## config.mk

```make
export PLATFORM = sky130hd
export DESIGN_NAME = sdram_init_seq
export DESIGN_NICKNAME = d
export VERILOG_FILES = /design/src/rtl/sdram_init_pkg.sv /design/src/rtl/sdram_init_ctrl.sv /design/src/rtl/sdram_init_dp.sv /design/src/rtl/sdram_init_seq.sv
export SDC_FILE = /design/constraint.sdc
export NUM_CORES = 1
export LEC_CHECK = 0
export CAP_MARGIN = 25
export CORE_MARGIN = 2
export CORE_UTILIZATION = 57
export CTS_CLUSTER_SIZE = 10
export DETAILED_ROUTE_END_ITERATION = 7
export GPL_ROUTABILITY_DRIVEN = 0
export GPL_TIMING_DRIVEN = 0
export PLACE_DENSITY = 0.84
export SETUP_SLACK_MARGIN = 0.05
export SYNTH_ARGS = -nofsm -noshare
export SYNTH_HDL_FRONTEND = slang
export SYNTH_SLANG_ARGS = --single-unit
```

## constraint.sdc

```tcl
create_clock -name clk -period 4.9 [get_ports clk]
set_input_delay 1.47 -clock clk [delete_from_list [all_inputs] [get_ports clk]]
set_output_delay 1.47 -clock clk [all_outputs]
set_load 0.05 [all_outputs]
```

## src/rtl/sdram_init_pkg.sv

```systemverilog
package sdram_init_pkg;

  // {csN, rasN, casN, weN}
  typedef enum logic [3:0] {
    CMD_MRS = 4'b0000,
    CMD_REF = 4'b0001,
    CMD_PRE = 4'b0010,
    CMD_NOP = 4'b0111
  } sdCmd_t;

  // strobes from control to datapath
  typedef struct packed {
    logic captureCfg;
    logic issuePre;
    logic issueRef;
    logic issueMrs;
    logic issueNorm;
  } seqStrobe_t;

endpackage

```

## src/rtl/sdram_init_ctrl.sv

```systemverilog
module sdram_init_ctrl
  import sdram_init_pkg::*;
(
  input  logic       clk,
  input  logic       rstN,
  input  logic       startReq,
  input  logic       gapDone,
  input  logic       refDone,
  output seqStrobe_t strobe,
  output logic       ready
);

  typedef enum logic [1:0] {S_IDLE, S_REFS, S_NORM, S_RUN} seqState_t;

  seqState_t state, stateNext;

  always_comb begin
    stateNext = state;
    strobe    = '0;
    unique case (state)
      S_IDLE: if (startReq) begin
        strobe.captureCfg = 1'b1;
        strobe.issuePre   = 1'b1;
        stateNext         = S_REFS;
      end
      S_REFS: if (gapDone) begin
        if (refDone) begin
          strobe.issueMrs = 1'b1;
          stateNext       = S_NORM;
        end else begin
          strobe.issueRef = 1'b1;
        end
      end
      S_NORM: if (gapDone) begin
        strobe.issueNorm = 1'b1;
        stateNext        = S_RUN;
      end
      default: stateNext = S_RUN;
    endcase
  end

  always_ff @(posedge clk) begin
    if (!rstN) begin
      state <= S_IDLE;
      ready <= 1'b0;
    end else begin
      state <= stateNext;
      ready <= (state == S_RUN);
    end
  end

  // once running, the sequence never returns to idle
  p_no_restart_r9: assert property (@(posedge clk) disable iff (!rstN)
    (state == S_RUN) |=> (state == S_RUN));

endmodule

```

## src/rtl/sdram_init_dp.sv

```systemverilog
module sdram_init_dp
  import sdram_init_pkg::*;
#(
  parameter int unsigned PRE_W      = 8,
  parameter int unsigned TMR_W      = 8,
  parameter int unsigned GAP_CYCLES = 8,
  parameter int unsigned REF_COUNT  = 8,
  parameter int unsigned ADDR_W     = 13,
  parameter logic [ADDR_W-1:0] MODE_WORD = 13'h0032
) (
  input  logic              clk,
  input  logic              rstN,
  input  seqStrobe_t        strobe,
  input  logic [PRE_W-1:0]  refPrescale,
  input  logic [TMR_W-1:0]  refTimer,
  output sdCmd_t            cmdQ,
  output logic [ADDR_W-1:0] addrQ,
  output logic              refreshEn,
  output logic              gapDone,
  output logic              refDone
);

  localparam int unsigned GAP_W = (GAP_CYCLES > 2) ? $clog2(GAP_CYCLES) : 1;
  localparam int unsigned REF_W = $clog2(REF_COUNT + 1);
  localparam logic [GAP_W-1:0]  GAP_INIT = GAP_W'(GAP_CYCLES - 1);
  localparam logic [REF_W-1:0]  REF_LAST = REF_W'(REF_COUNT);
  localparam logic [ADDR_W-1:0] A10_ONLY = ADDR_W'(1) << 10;

  logic [GAP_W-1:0] gapCnt;
  logic [REF_W-1:0] refCnt;
  logic [PRE_W-1:0] preLim, preCnt;
  logic [TMR_W-1:0] tmrLim, tmrCnt;
  logic             anyIssue, tick;

  assign anyIssue = strobe.issuePre | strobe.issueRef | strobe.issueMrs | strobe.issueNorm;
  assign gapDone  = (gapCnt == '0);
  assign refDone  = (refCnt == REF_LAST);
  assign tick     = refreshEn && (preCnt == preLim) && (tmrCnt == tmrLim);

  always_ff @(posedge clk) begin
    if (!rstN) begin
      cmdQ      <= CMD_NOP;
      addrQ     <= '0;
      gapCnt    <= '0;
      refCnt    <= '0;
      refreshEn <= 1'b0;
      preLim    <= '0;
      tmrLim    <= '0;
      preCnt    <= '0;
      tmrCnt    <= '0;
    end else begin
      cmdQ  <= CMD_NOP;
      addrQ <= '0;
      if (strobe.captureCfg) begin
        preLim <= refPrescale;
        tmrLim <= refTimer;
      end
      if (anyIssue)          gapCnt <= GAP_INIT;
      else if (gapCnt != '0) gapCnt <= gapCnt - 1'b1;
      if (strobe.issuePre) begin
        cmdQ   <= CMD_PRE;
        addrQ  <= A10_ONLY;
        refCnt <= '0;
      end
      if (strobe.issueRef) begin
        cmdQ   <= CMD_REF;
        refCnt <= refCnt + 1'b1;
      end
      if (strobe.issueMrs) begin
        cmdQ  <= CMD_MRS;
        addrQ <= MODE_WORD;
      end
      if (strobe.issueNorm) refreshEn <= 1'b1;
      if (refreshEn) begin
        if (tick) begin
          preCnt <= '0;
          tmrCnt <= '0;
          cmdQ   <= CMD_REF;
        end else if (preCnt == preLim) begin
          preCnt <= '0;
          tmrCnt <= tmrCnt + 1'b1;
        end else begin
          preCnt <= preCnt + 1'b1;
        end
      end
    end
  end

  // at most one command strobe per cycle
  p_one_strobe_r4: assert property (@(posedge clk) disable iff (!rstN)
    $onehot0({strobe.issuePre, strobe.issueRef, strobe.issueMrs, strobe.issueNorm}));
  // later steps only once the gap has elapsed
  p_gap_respected_r4: assert property (@(posedge clk) disable iff (!rstN)
    (strobe.issueRef || strobe.issueMrs || strobe.issueNorm) |-> (gapCnt == '0));
  // mode load only after the full refresh count
  p_mrs_after_refs_r5: assert property (@(posedge clk) disable iff (!rstN)
    strobe.issueMrs |-> (refCnt == REF_LAST));
  // refresh enable is sticky
  p_refen_sticky_r6: assert property (@(posedge clk) disable iff (!rstN)
    refreshEn |=> refreshEn);

endmodule

```

## src/rtl/sdram_init_seq.sv

```systemverilog
module sdram_init_seq
  import sdram_init_pkg::*;
#(
  parameter int unsigned PRE_W      = 8,
  parameter int unsigned TMR_W      = 8,
  parameter int unsigned GAP_CYCLES = 8,
  parameter int unsigned REF_COUNT  = 8,
  parameter int unsigned ADDR_W     = 13,
  parameter logic [ADDR_W-1:0] MODE_WORD = 13'h0032
) (
  input  logic              clk,
  input  logic              rstN,
  input  logic              startReq,
  input  logic [PRE_W-1:0]  refPrescale,
  input  logic [TMR_W-1:0]  refTimer,
  output logic              csN,
  output logic              rasN,
  output logic              casN,
  output logic              weN,
  output logic [ADDR_W-1:0] sdAddr,
  output logic              refreshEn,
  output logic              ready
);

  seqStrobe_t strobe;
  sdCmd_t     cmdQ;
  logic       gapDone, refDone;

  sdram_init_ctrl i_ctrl (
    .clk(clk), .rstN(rstN), .startReq(startReq),
    .gapDone(gapDone), .refDone(refDone),
    .strobe(strobe), .ready(ready)
  );

  sdram_init_dp #(
    .PRE_W(PRE_W), .TMR_W(TMR_W), .GAP_CYCLES(GAP_CYCLES),
    .REF_COUNT(REF_COUNT), .ADDR_W(ADDR_W), .MODE_WORD(MODE_WORD)
  ) i_dp (
    .clk(clk), .rstN(rstN), .strobe(strobe),
    .refPrescale(refPrescale), .refTimer(refTimer),
    .cmdQ(cmdQ), .addrQ(sdAddr), .refreshEn(refreshEn),
    .gapDone(gapDone), .refDone(refDone)
  );

  assign {csN, rasN, casN, weN} = cmdQ;

  // ready never precedes refresh enable
  p_ready_needs_refen_r6: assert property (@(posedge clk) disable iff (!rstN)
    ready |-> refreshEn);
  // ready rises the cycle after refresh enable rises
  p_ready_follows_r6: assert property (@(posedge clk) disable iff (!rstN)
    $rose(refreshEn) |=> ready);

endmodule

```

==> flow_summary_export.csv <==
group,metric,value,unit
run_status,status,"completed",
cts,cts_buffer_depth,2,
setup_path,crit_type,"flop to output port",
sta,rsz0062_at_grt,"no",
synth,ys_seq_elements,48,
detailed_routing,post_drt_wl_per_cell,12.5,um
setup_path,path_max_fanout,3,
sta,slew_headroom,56.5,%
detailed_routing,first_pass_iters,4,
setup_path,crit_required,3.43,ns
setup_path,cp-end-kind,"output port",
cts,cts_hold_buf,0,
synth,synth_top_area_share,41.2,%
power_and_ir_drop,vdd_ir_drop_max,0.203,mV
sta,timing.fmax,330,MHz
floorplan,dieHeight,68.0,um
place,dpl.cell_count,351,
sta,finalHoldViolations,0,
global_routing,grt_pass1_vias,1695,
detailed_routing,finalWirelength,4490,um
global_routing,grt_first_pass_wirelength,7470,um
power_and_ir_drop,leakagePower,1.11,nW
setup_path,crit_path_start_kind,"flop",
cts,tritoncts,"built",
finish,finalCoreUtilization,70.0,%
sta,finalSetupTns,0,ns
synth,synth_most_common_cell,"dfxtp_1",
sta,worst_slew_pin_slew,0.650,ns
cts,post_cts_buffers,0,
cts,cts_resized,0,
setup_path,critPathArrivalTime,1.56,ns
synth,synth.avg_cell_area,8.77,sq um
synth,synth.largest_area_cell,"dfxtp_1",
finish,layout-drive-gt1-share,12.6,%
global_routing,globalRouteOverflowTotal,0,
floorplan,fp.dieArea,4620,sq um
finish,nNetsFinal,333,
sta,setup_violations,0,
finish,fin_cells,359,
cts,numCtsBuffers,5,
finish,area_growth_syn_to_layout,19.2,%
sta,maxSlewViolCount,0,
place,dp_hpwl,3280,um
global_routing,antenna_found_initial,0,
synth,synthCells,266,
global_routing,track_usage,21.8,%
min_path,hold_path_class,"flop to flop",
cts,clock_latency,0.30,ns
floorplan,ios,38,
cts,numClockSinks,48,
synth,yosysWarnings,0,
synth,synth_ff_type,"dfxtp_1",
floorplan,initial_core_util,58.7,%
synth,syn-cell-area,2330,sq um
detailed_routing,vias_per_cell,5.15,
synth,ys_seq_area_share,41.2,%
synth,synthArstFlopShare,0,%
finish,diodes,0,
global_routing,grt_max_degree,14,
job,drv_cap,0,
detailed_routing,remaining_drc_errors,0,
floorplan,num_rows,23,
synth,yosys-top-cells-area,"dfxtp_1 41%, nand2_1 7.4%, a21boi_0 5.8%, xor2_1 5.3%, xnor2_1 4.9%",
power_and_ir_drop,powerDensity,288,nW/um^2
floorplan,coreArea,3970,sq um
synth,synth_edf_count,0,
synth,synth_cell_types,43,
detailed_routing,drt_iter0_drc,95,
sta,finalCriticalPeriod,3.03,ns
cts,root_buffer,"clkbuf_8",
sta,fin_crit_sh,61.8,%
synth,synthTopCellsByCount,"48 x dfxtp_1, 46 x nand2_1, 20 x nor2_1",
place,io_buffers,26,
sta,skew,0.00572,ns
detailed_routing,vias,1850,
cts,htreeDepth,2,
cts,clk_pin_slew,0.08,ns
detailed_routing,postRouteAntennaNets,0,
floorplan,fp.dieW,68.0,um
[per-stage QoR]
| step | total power, mW | worst slack [ns] | instance area [sq um] | hold WS [ns] |
|---|---|---|---|---|
| 2_1_floorplan | 0.532 | 2.49 | 2370 | 0.455 |
| 3_3_place_gp | 0.566 | 1.71 | 2690 | 0.466 |
| 3_5_place_dp | 0.569 | 1.71 | 2690 | 0.470 |
| 4_1_cts | 0.807 | 1.85 | 2780 | 0.482 |
| 5_1_grt | 0.839 | 1.81 | 2780 | 0.500 |
| 6_report | 0.800 | 1.87 | 2780 | 0.480 |
[worst max-delay path, cell delays in order (launching register included)]
cell and delay (ns):
dfxtp_1 0.36, buf_4 0.11, clkdlybuf4s50_1 0.79
[area by class of cell]
cell class | instances | area [sq um]
Buffer | 24 | 145
Multi-Input combinational cell | 199 | 1240
Clock buffer | 8 | 90.1
Timing Repair Buffer | 26 | 260
Tap cell | 50 | 62.6
Inverter | 4 | 15.0
Fill cell | 334 | 1190
Sequential cell | 48 | 961
[where the power goes]
| part | switching (mW) | internal, mW | total (mW) |
|---|---|---|---|
| clock network | 0.126 | 0.115 | 0.241 |
| logic | 0.0817 | 0.0616 | 0.143 |
| registers | 0.00971 | 0.406 | 0.416 |
| total | 0.217 | 0.583 | 0.800 |
[flip-flops by register name, summed over array words and instances, names as in the netlist]
register / count
i_dp.cmdQ: 3
i_ctrl.state: 2
i_dp.preLim: 8
i_dp.addrQ: 2
i_dp.tmrCnt: 8
i_dp.refreshEn: 1
i_dp.gapCnt: 3
i_ctrl.ready: 1
i_dp.preCnt: 8
i_dp.refCnt: 4
i_dp.tmrLim: 8
[logic make-up (layout without fill, tap and decap cells)]
group	Yosys count	in the layout	synth area share, %
adder cells (fa/ha/maj)	6	6	3.22
buffers and inverters	28	62	6.87
flip-flops	48	48	41.2
other	1	10	0.161
AND/OR/NAND/NOR	110	110	24.7
XOR/XNOR	27	27	10.1
multiplexers	3	3	1.39
AO/OA/AOI/OAI	43	43	12.3
[metal layers]
layer / part of all wire, % / up-vias / GRT usage [%] / wire length [um]
li1: - / 959 / - / -
met1: 45 / 839 / 26.7 / 2020
met2: 49 / 45 / 35.2 / 2210
met3: 3.9 / 7 / 5.59 / 177
met4: 2.1 / 0 / 11.3 / 93
met5: 0 / - / 0 / 0
[placed cells by master, fill, tap and decap left out, types with 7 or more instances in the layout]
cell type,Yosys,final
a21boi_0,18,18
xnor2_1,13,13
nand2_1,46,46
conb_1,1,10
clkbuf_1,6,8
dfxtp_1,48,48
nor2_1,20,20
a21oi_1,7,7
buf_4,13,13
nand3_1,8,8
xor2_1,14,14
clkdlybuf4s50_1,0,26
[worst paths after layout]
path / slack (ns) / endpoint / cells after the start / startpoint
worst min register to register: 0.48 / i_dp.tmrLim[4] / 2 / i_dp.tmrLim[4]
worst max register to register: 3.15 / i_dp.refCnt[3] / 7 / i_dp.gapCnt[0]
worst min-delay path: 0.48 / i_dp.tmrLim[4] / 2 / i_dp.tmrLim[4]
worst max-delay path: 1.87 / sdAddr[4] / 2 / i_dp.addrQ[4]
Note: power is estimated with default switching activity, not from simulation.
